`config.mk`:
```
export PLATFORM = sky130hd
export DESIGN_NAME = fcmp_flag_unit
export DESIGN_NICKNAME = d
export VERILOG_FILES = /design/src/rtl/fcmp_pkg.sv /design/src/rtl/fcmp_classify.sv /design/src/rtl/fcmp_relate.sv /design/src/rtl/fcmp_flag_unit.sv
export SDC_FILE = /design/constraint.sdc
export NUM_CORES = 1
export LEC_CHECK = 0
export BUFFER_PORTS_ARGS = -buffer_cell sky130_fd_sc_hd__buf_2
export CORE_MARGIN = 3
export CORE_UTILIZATION = 30
export DETAILED_ROUTE_END_ITERATION = 16
export GPL_ROUTABILITY_DRIVEN = 0
export SYNTH_ARGS = -nofsm -noshare
export SYNTH_HDL_FRONTEND = slang
export SYNTH_HIERARCHICAL = 1
export SYNTH_SLANG_ARGS = --single-unit
```
`constraint.sdc`:
```
create_clock -name clk -period 4.4 [get_ports clk]
set_input_delay 0.88 -clock clk [delete_from_list [all_inputs] [get_ports clk]]
set_output_delay 0.88 -clock clk [all_outputs]
set_load 0.02 [all_outputs]
```
`src/rtl/fcmp_pkg.sv`:
```
package fcmp_pkg;

    localparam int MAG_W  = 63;
    localparam int SP_EXP = 8;
    localparam int SP_MAN = 23;
    localparam int DP_EXP = 11;
    localparam int DP_MAN = 52;

    typedef struct packed {
        logic un;
        logic gt;
        logic eq;
        logic lt;
    } rel_t;

    typedef struct packed {
        logic             sign;
        logic             nan;
        logic             snan;
        logic             zero;
        logic [MAG_W-1:0] mag;
    } opnd_t;

    typedef struct packed {
        logic legal;
        rel_t en;
    } cond_dec_t;

    function automatic cond_dec_t decode_cond(input logic [4:0] code);
        cond_dec_t d;
        d.legal = 1'b1;
        d.en    = '0;
        unique case (code[4:1])
            4'd0:  d.en = '0;
            4'd1:  d.en.lt = 1'b1;
            4'd2:  d.en.eq = 1'b1;
            4'd3:  begin d.en.lt = 1'b1; d.en.eq = 1'b1; end
            4'd4:  d.en.un = 1'b1;
            4'd5:  begin d.en.un = 1'b1; d.en.lt = 1'b1; end
            4'd6:  begin d.en.un = 1'b1; d.en.eq = 1'b1; end
            4'd7:  begin d.en.un = 1'b1; d.en.lt = 1'b1; d.en.eq = 1'b1; end
            4'd8:  begin d.en.lt = 1'b1; d.en.gt = 1'b1; end
            4'd10: begin d.en.lt = 1'b1; d.en.gt = 1'b1; d.en.eq = 1'b1; end
            4'd12: begin d.en.un = 1'b1; d.en.lt = 1'b1; d.en.gt = 1'b1; end
            default: d.legal = 1'b0;
        endcase
        return d;
    endfunction

endpackage

```
`src/rtl/fcmp_classify.sv`:
```
module fcmp_classify
    import fcmp_pkg::*;
#(
    parameter int EXP_W = 11,
    parameter int MAN_W = 52
) (
    input  logic [EXP_W+MAN_W:0] raw_i,
    output opnd_t                cls_o
);
    localparam int W = 1 + EXP_W + MAN_W;

    logic [EXP_W-1:0] expo;
    logic [MAN_W-1:0] frac;

    always_comb begin
        expo          = raw_i[W-2:MAN_W];
        frac          = raw_i[MAN_W-1:0];
        cls_o.sign    = raw_i[W-1];
        cls_o.nan     = (&expo) && (|frac);
        cls_o.snan    = (&expo) && (|frac) && !frac[MAN_W-1];
        cls_o.zero    = ~|raw_i[W-2:0];
        cls_o.mag     = MAG_W'(raw_i[W-2:0]);
    end
endmodule

```
`src/rtl/fcmp_relate.sv`:
```
module fcmp_relate
    import fcmp_pkg::*;
(
    input  opnd_t a_i,
    input  opnd_t b_i,
    output rel_t  rel_o
);
    logic mag_lt;
    logic mag_eq;

    always_comb begin
        mag_lt = a_i.mag < b_i.mag;
        mag_eq = a_i.mag == b_i.mag;
        rel_o  = '0;
        if (a_i.nan || b_i.nan) begin
            rel_o.un = 1'b1;
        end else if (a_i.zero && b_i.zero) begin
            rel_o.eq = 1'b1;
        end else if (a_i.sign != b_i.sign) begin
            rel_o.lt = a_i.sign;
            rel_o.gt = b_i.sign;
        end else if (mag_eq) begin
            rel_o.eq = 1'b1;
        end else begin
            rel_o.lt = a_i.sign ? !mag_lt : mag_lt;
            rel_o.gt = a_i.sign ? mag_lt : !mag_lt;
        end
    end
endmodule

```
`src/rtl/fcmp_flag_unit.sv`:
```
module fcmp_flag_unit
    import fcmp_pkg::*;
#(
    parameter int DATA_W    = 64,
    parameter int NUM_FLAGS = 8,
    localparam int IDX_W    = $clog2(NUM_FLAGS)
) (
    input  logic                 clk,
    input  logic                 rst,
    input  logic                 valid_i,
    input  logic                 dbl_i,
    input  logic [4:0]           cond_i,
    input  logic [IDX_W-1:0]     flag_idx_i,
    input  logic [DATA_W-1:0]    opa_i,
    input  logic [DATA_W-1:0]    opb_i,
    input  logic                 clr_inv_i,
    output logic [NUM_FLAGS-1:0] flags_o,
    output logic                 invalid_o,
    output logic                 illegal_o
);
    localparam int SP_W = 1 + SP_EXP + SP_MAN;
    localparam int DP_W = 1 + DP_EXP + DP_MAN;

    logic [DATA_W-1:0] raw [2];
    opnd_t             cls_sp [2];
    opnd_t             cls_dp [2];
    opnd_t             cls    [2];
    rel_t              rel;
    cond_dec_t         dec;
    logic              hit;
    logic              inv_set;

    assign raw[0] = opa_i;
    assign raw[1] = opb_i;

    for (genvar g = 0; g < 2; g++) begin : g_opnd
        fcmp_classify #(.EXP_W(SP_EXP), .MAN_W(SP_MAN)) u_sp (
            .raw_i (raw[g][SP_W-1:0]),
            .cls_o (cls_sp[g])
        );
        fcmp_classify #(.EXP_W(DP_EXP), .MAN_W(DP_MAN)) u_dp (
            .raw_i (raw[g][DP_W-1:0]),
            .cls_o (cls_dp[g])
        );
        assign cls[g] = dbl_i ? cls_dp[g] : cls_sp[g];
    end

    fcmp_relate u_rel (
        .a_i   (cls[0]),
        .b_i   (cls[1]),
        .rel_o (rel)
    );

    always_comb begin
        dec     = decode_cond(cond_i);
        hit     = |(dec.en & rel);
        inv_set = cond_i[0] ? (cls[0].nan  || cls[1].nan)
                            : (cls[0].snan || cls[1].snan);
    end

    always_ff @(posedge clk) begin
        if (rst) begin
            flags_o   <= '0;
            invalid_o <= 1'b0;
            illegal_o <= 1'b0;
        end else begin
            illegal_o <= valid_i && !dec.legal;
            invalid_o <= (clr_inv_i ? 1'b0 : invalid_o)
                       | (valid_i && dec.legal && inv_set);
            if (valid_i && dec.legal) begin
                flags_o[flag_idx_i] <= hit;
            end
        end
    end
endmodule

```
---- Word-level counts from Yosys, hierarchy flattened ----
Cells that the tools add are included.
word-level totals
  register bits after elaboration ......... 10
  bits in latches ......................... 0
  memory bits (writable) .................. 0
  bits in read-only memories .............. 0
  bits of input ports ..................... 141
  output and inout port bits .............. 10
  logic and storage cells ................. 89
  memories ................................ 0
operators by class
  add/sub/neg operators ................... 0
  multipliers ............................. 0
  divide/modulo/power cells ............... 0
  $lt $le $gt $ge ......................... 3
  equal/unequal tests ..................... 12
  shift-type cells ........................ 0
  multiplexer cells ....................... 25
  bitwise operators ....................... 2
  reduce and logical (&&, ||, !) cells .... 44
operator list
  cell                number
  $mux 67             2
  $reduce_or 63->1    2
  $reduce_or 52->1    2
  $eq 63x63->1        1
  $lt 63x63->1        1
  $reduce_or 31->1    2
  $reduce_or 23->1    2
  $reduce_and 11->1   2
  $mux 1              20
  $eq 4x3->1 const B  4
  $reduce_and 8->1    2
  $logic_and 1x1->1   13
  $eq 4x4->1 const B  3
  $reduce_or 11->1    1
  $logic_not 1->1     10
  $reduce_or 5->1     2
  $bwmux 8            1
  $eq 4x2->1 const B  2
  $reduce_or 7->1     1
  $and 4x4->4         1
  $eq 4x1->1 const B  1
  $logic_not 4->1     1
  $lt 3x4->1 const B  1
  $reduce_or 4->1     1
  7 further kinds     8

---- Logic depth before layout (Yosys ltp) ----
  word-level depth ........................ 14
  depth in mapped cells ................... 17
  depth with buffers taken out ............ 14

---- By module ----
The synthesis kept the hierarchy.
modules (own cells, without submodules)
  module                              instances  cells each  area an instance (µm²)  seq. area each (µm²)
  fcmp_flag_unit                      1          204         2100.8                  200.2
  fcmp_relate                         1          240         1717.9                  0.0
  fcmp_classify (g_opnd[0].u_dp ...)  2          93          670.6                   0.0
  fcmp_classify (g_opnd[0].u_sp ...)  2          81          598.1                   0.0

---- Worst setup path after synthesis ----
No wires, ideal clock.
  path type ............................... in2reg
  start point ............................. in dbl_i
  end point ............................... reg flags_o[0]
  setup time .............................. 146 ps
  arrival ................................. 3978 ps
  data required time ...................... 4254 ps
  slack ................................... 276 ps
  stages on the path ...................... 17
  buffers on the path ..................... 3
  cells stage by stage .................... buf_2 -> buf_2 -> buf_2 -> mux2_2 -> inv_1 -> ha_1 -> nand4_2 -> nor4_4 -> and4_1 -> nand3_2 -> o2111a_1 -> a32oi_1 -> o22ai_1 -> o21ai_0 -> a21oi_1 -> a311oi_4 -> a311oi_1
RTL lines
  what                            line                  text
  start: declaration              fcmp_flag_unit.sv:11  input logic dbl_i,
  end signal: indexed assignment  fcmp_flag_unit.sv:71  flags_o[flag_idx_i] <= hit;
  end: declaration                fcmp_flag_unit.sv:17  output logic [NUM_FLAGS-1:0] flags_o,

==> flow_metrics.py <==
metrics = {
    "clock_tree": {
        "cts_sinks": 10,
        "clock_latency_ps": 240,
        "tritoncts": "built",
        "htreeDepth": 1,
        "cts_hold_buf": 0,
        "clk_pin_slew_ps": 40,
        "clockBufferDepth": 2,
        "clock-root-buffer": "clkbuf_16",
        "numCtsBuffers": 3,
    },
    "sta": {
        "fmax_mhz": 240,
        "slew_viol_final": 0,
        "fin_crit_ps": 4170,
        "period_share_pct": 94.8,
        "setup_tns_ps": 0,
        "setup_violations": 0,
        "fin_skew_ps": 0,
        "hold_viol": 0,
        "rsz0062_at_grt": "no",
        "fin_hold_ws_ps": 519,
    },
    "setup_path": {
        "critical_path_required_ps": 4520,
        "slowest_stage": "nor4_2",
        "path_cells": "buf_2 > nor4_2 > buf_4 > nand4_1 > nor4_2 > nor3_1 > mux2_2 > or2_1 > a21oi_1 > o21a_2 > a32oi_1 > o22ai_1 > o21ai_0 > a21oi_1 > a311oi_4 > buf_4 > a311oi_1",
        "path_buf_inv": 3,
        "path_delay_family": "compound AO/OA/AOI/OAI gates",
        "cp-end-kind": "register",
        "crit_fanout": 8,
        "crit_arrival_ps": 4290,
        "slowest_delay_ps": 380,
        "cp-start-kind": "primary input",
        "criticalPathCategory": "primary input to register",
    },
    "pwr": {
        "pwr-share-seq_pct": 11.8,
        "p_switching_uw": 314,
        "p_leak_nw": 2.91,
        "intPower_uw": 492,
        "power_density_mw_per_mm2": 133,
        "power_frac_clock_pct": 22.4,
        "p_comb_share_pct": 65.8,
        "finalPower_uw": 806,
        "ir_drop_uv": 108,
        "sw_frac_of_total_pct": 39.0,
    },
    "route": {
        "remaining_drc_errors": 0,
        "vias": 4695,
        "ant_nets": 0,
        "drtIter0Drc": 208,
        "wire_per_inst_um": 14.7,
        "drt-total-wl_um": 15300,
        "via_per_inst": 4.51,
        "first_pass_iters": 4,
    },
    "yosys": {
        "syn_inst": 790,
        "netlist_area_mm2": 0.00633,
        "yosysWarnings": 6,
        "avgSynthCellArea_um2": 8.02,
    },
    "die": {
        "die-area_mm2": 0.0229,
        "fp.coreArea_mm2": 0.0205,
        "die_w_um": 151,
        "start_util_pct": 30.9,
        "fp-row-count": 52,
        "io_pins": 151,
        "die_h_um": 151,
    },
    "flow_run": {
        "drv_cap": 0,
    },
    "layout": {
        "drive_above_1_share_pct": 45.5,
        "nets": 974,
        "syn2layout_area_growth_pct": -4.44,
        "fin_cells": 1040,
    },
    "global_route": {
        "grt_pass1_wl_um": 23600,
        "antenna_found_initial": 0,
        "grt_overflow": 0,
        "grt_max_degree": 36,
        "track_usage_pct": 12.8,
        "first_global_vias": 4677,
    },
    "hold_path": {
        "hold_class": "register to register",
    },
    "placed_design": {
        "dp_hpwl_um": 13400,
        "dpl.cell_count": 1034,
        "io_buffer_count": 150,
    },
    "run_status": {
        "status": "complete, no violations",
    },
}
-- power by group through the flow --
| stage | clock network (mW) | logic [mW] | registers [mW] |
|---|---|---|---|
| 2_1_floorplan | 0 | 0.485 | 0.0998 |
| 3_3_place_gp | 0 | 0.519 | 0.0967 |
| 3_5_place_dp | 0 | 0.522 | 0.0967 |
| 4_1_cts | 0.183 | 0.527 | 0.0951 |
| 5_1_grt | 0.188 | 0.598 | 0.0953 |
| 6_report | 0.181 | 0.530 | 0.0951 |
-- sequential cells by signal, summed over array words and instances, names as in the netlist --
| signal | flops |
|---|---|
| flags_o | 8 |
| illegal_o | 1 |
| invalid_o | 1 |
-- cell type report --
cell class / instances / area (µm²)
fillers: 2266 / 14400
multi-input cells: 500 / 4120
repair buffers: 185 / 1040
well taps: 270 / 338
inverters: 70 / 263
flip-flops and latches: 10 / 200
clock buffers: 4 / 88.8
diodes: 1 / 2.50
-- per-layer routing --
layer,track usage (%),vias to the layer above,part of all wire [%]
met4,1.36,0,0.68
met3,0.628,6,5.8
met2,22.1,135,46
met5,0,-,0
met1,18.1,2094,47
li1,-,2460,-
-- worst min-delay path, cell delays in order (launching register included) --
cell and delay, ps:
dfxtp_1 300, a21oi_1 110, a311oi_1 50
-- metrics by stage --
step           worst slack (ps)  area [µm²]  utilization, %
3_5_place_dp               -105        5920            28.9
6_report                    228        6050            29.5
2_1_floorplan               292        6570               -
5_1_grt                    24.7        6050            29.5
4_1_cts                    88.5        6010            29.3
3_3_place_gp               -105        5920            28.9
-- layout by cell type, fill, tap and decap left out, types with 10 or more instances in the layout --
| cell | instances |
|---|---|
| conb_1 | 64 |
| mux2_2 | 132 |
| dfxtp_1 | 10 |
| nor3_1 | 14 |
| buf_2 | 149 |
| nand4_1 | 18 |
| buf_4 | 34 |
| nand3_1 | 12 |
| inv_1 | 70 |
| nor4_1 | 36 |
| nand2_1 | 25 |
| ha_1 | 63 |
| a21oi_1 | 39 |
| nor2_1 | 10 |
-- what timing repair did --
item                       in CTS  in global routing
setup buffers                   0                  1
setup endpoints to repair       0                  8
hold endpoints to repair        0                  0
resized for setup               0                  5
-- worst paths after layout --
check        startpoint          to  slack, ps  cells past startpoint
max           opb_i[23]  flags_o[7]        230                     17
min          flags_o[2]  flags_o[2]        520                      2
max reg2reg   invalid_o   invalid_o       3500                      2
min reg2reg  flags_o[2]  flags_o[2]        520                      2
No activity file was read; power rests on OpenSTA's default activity.
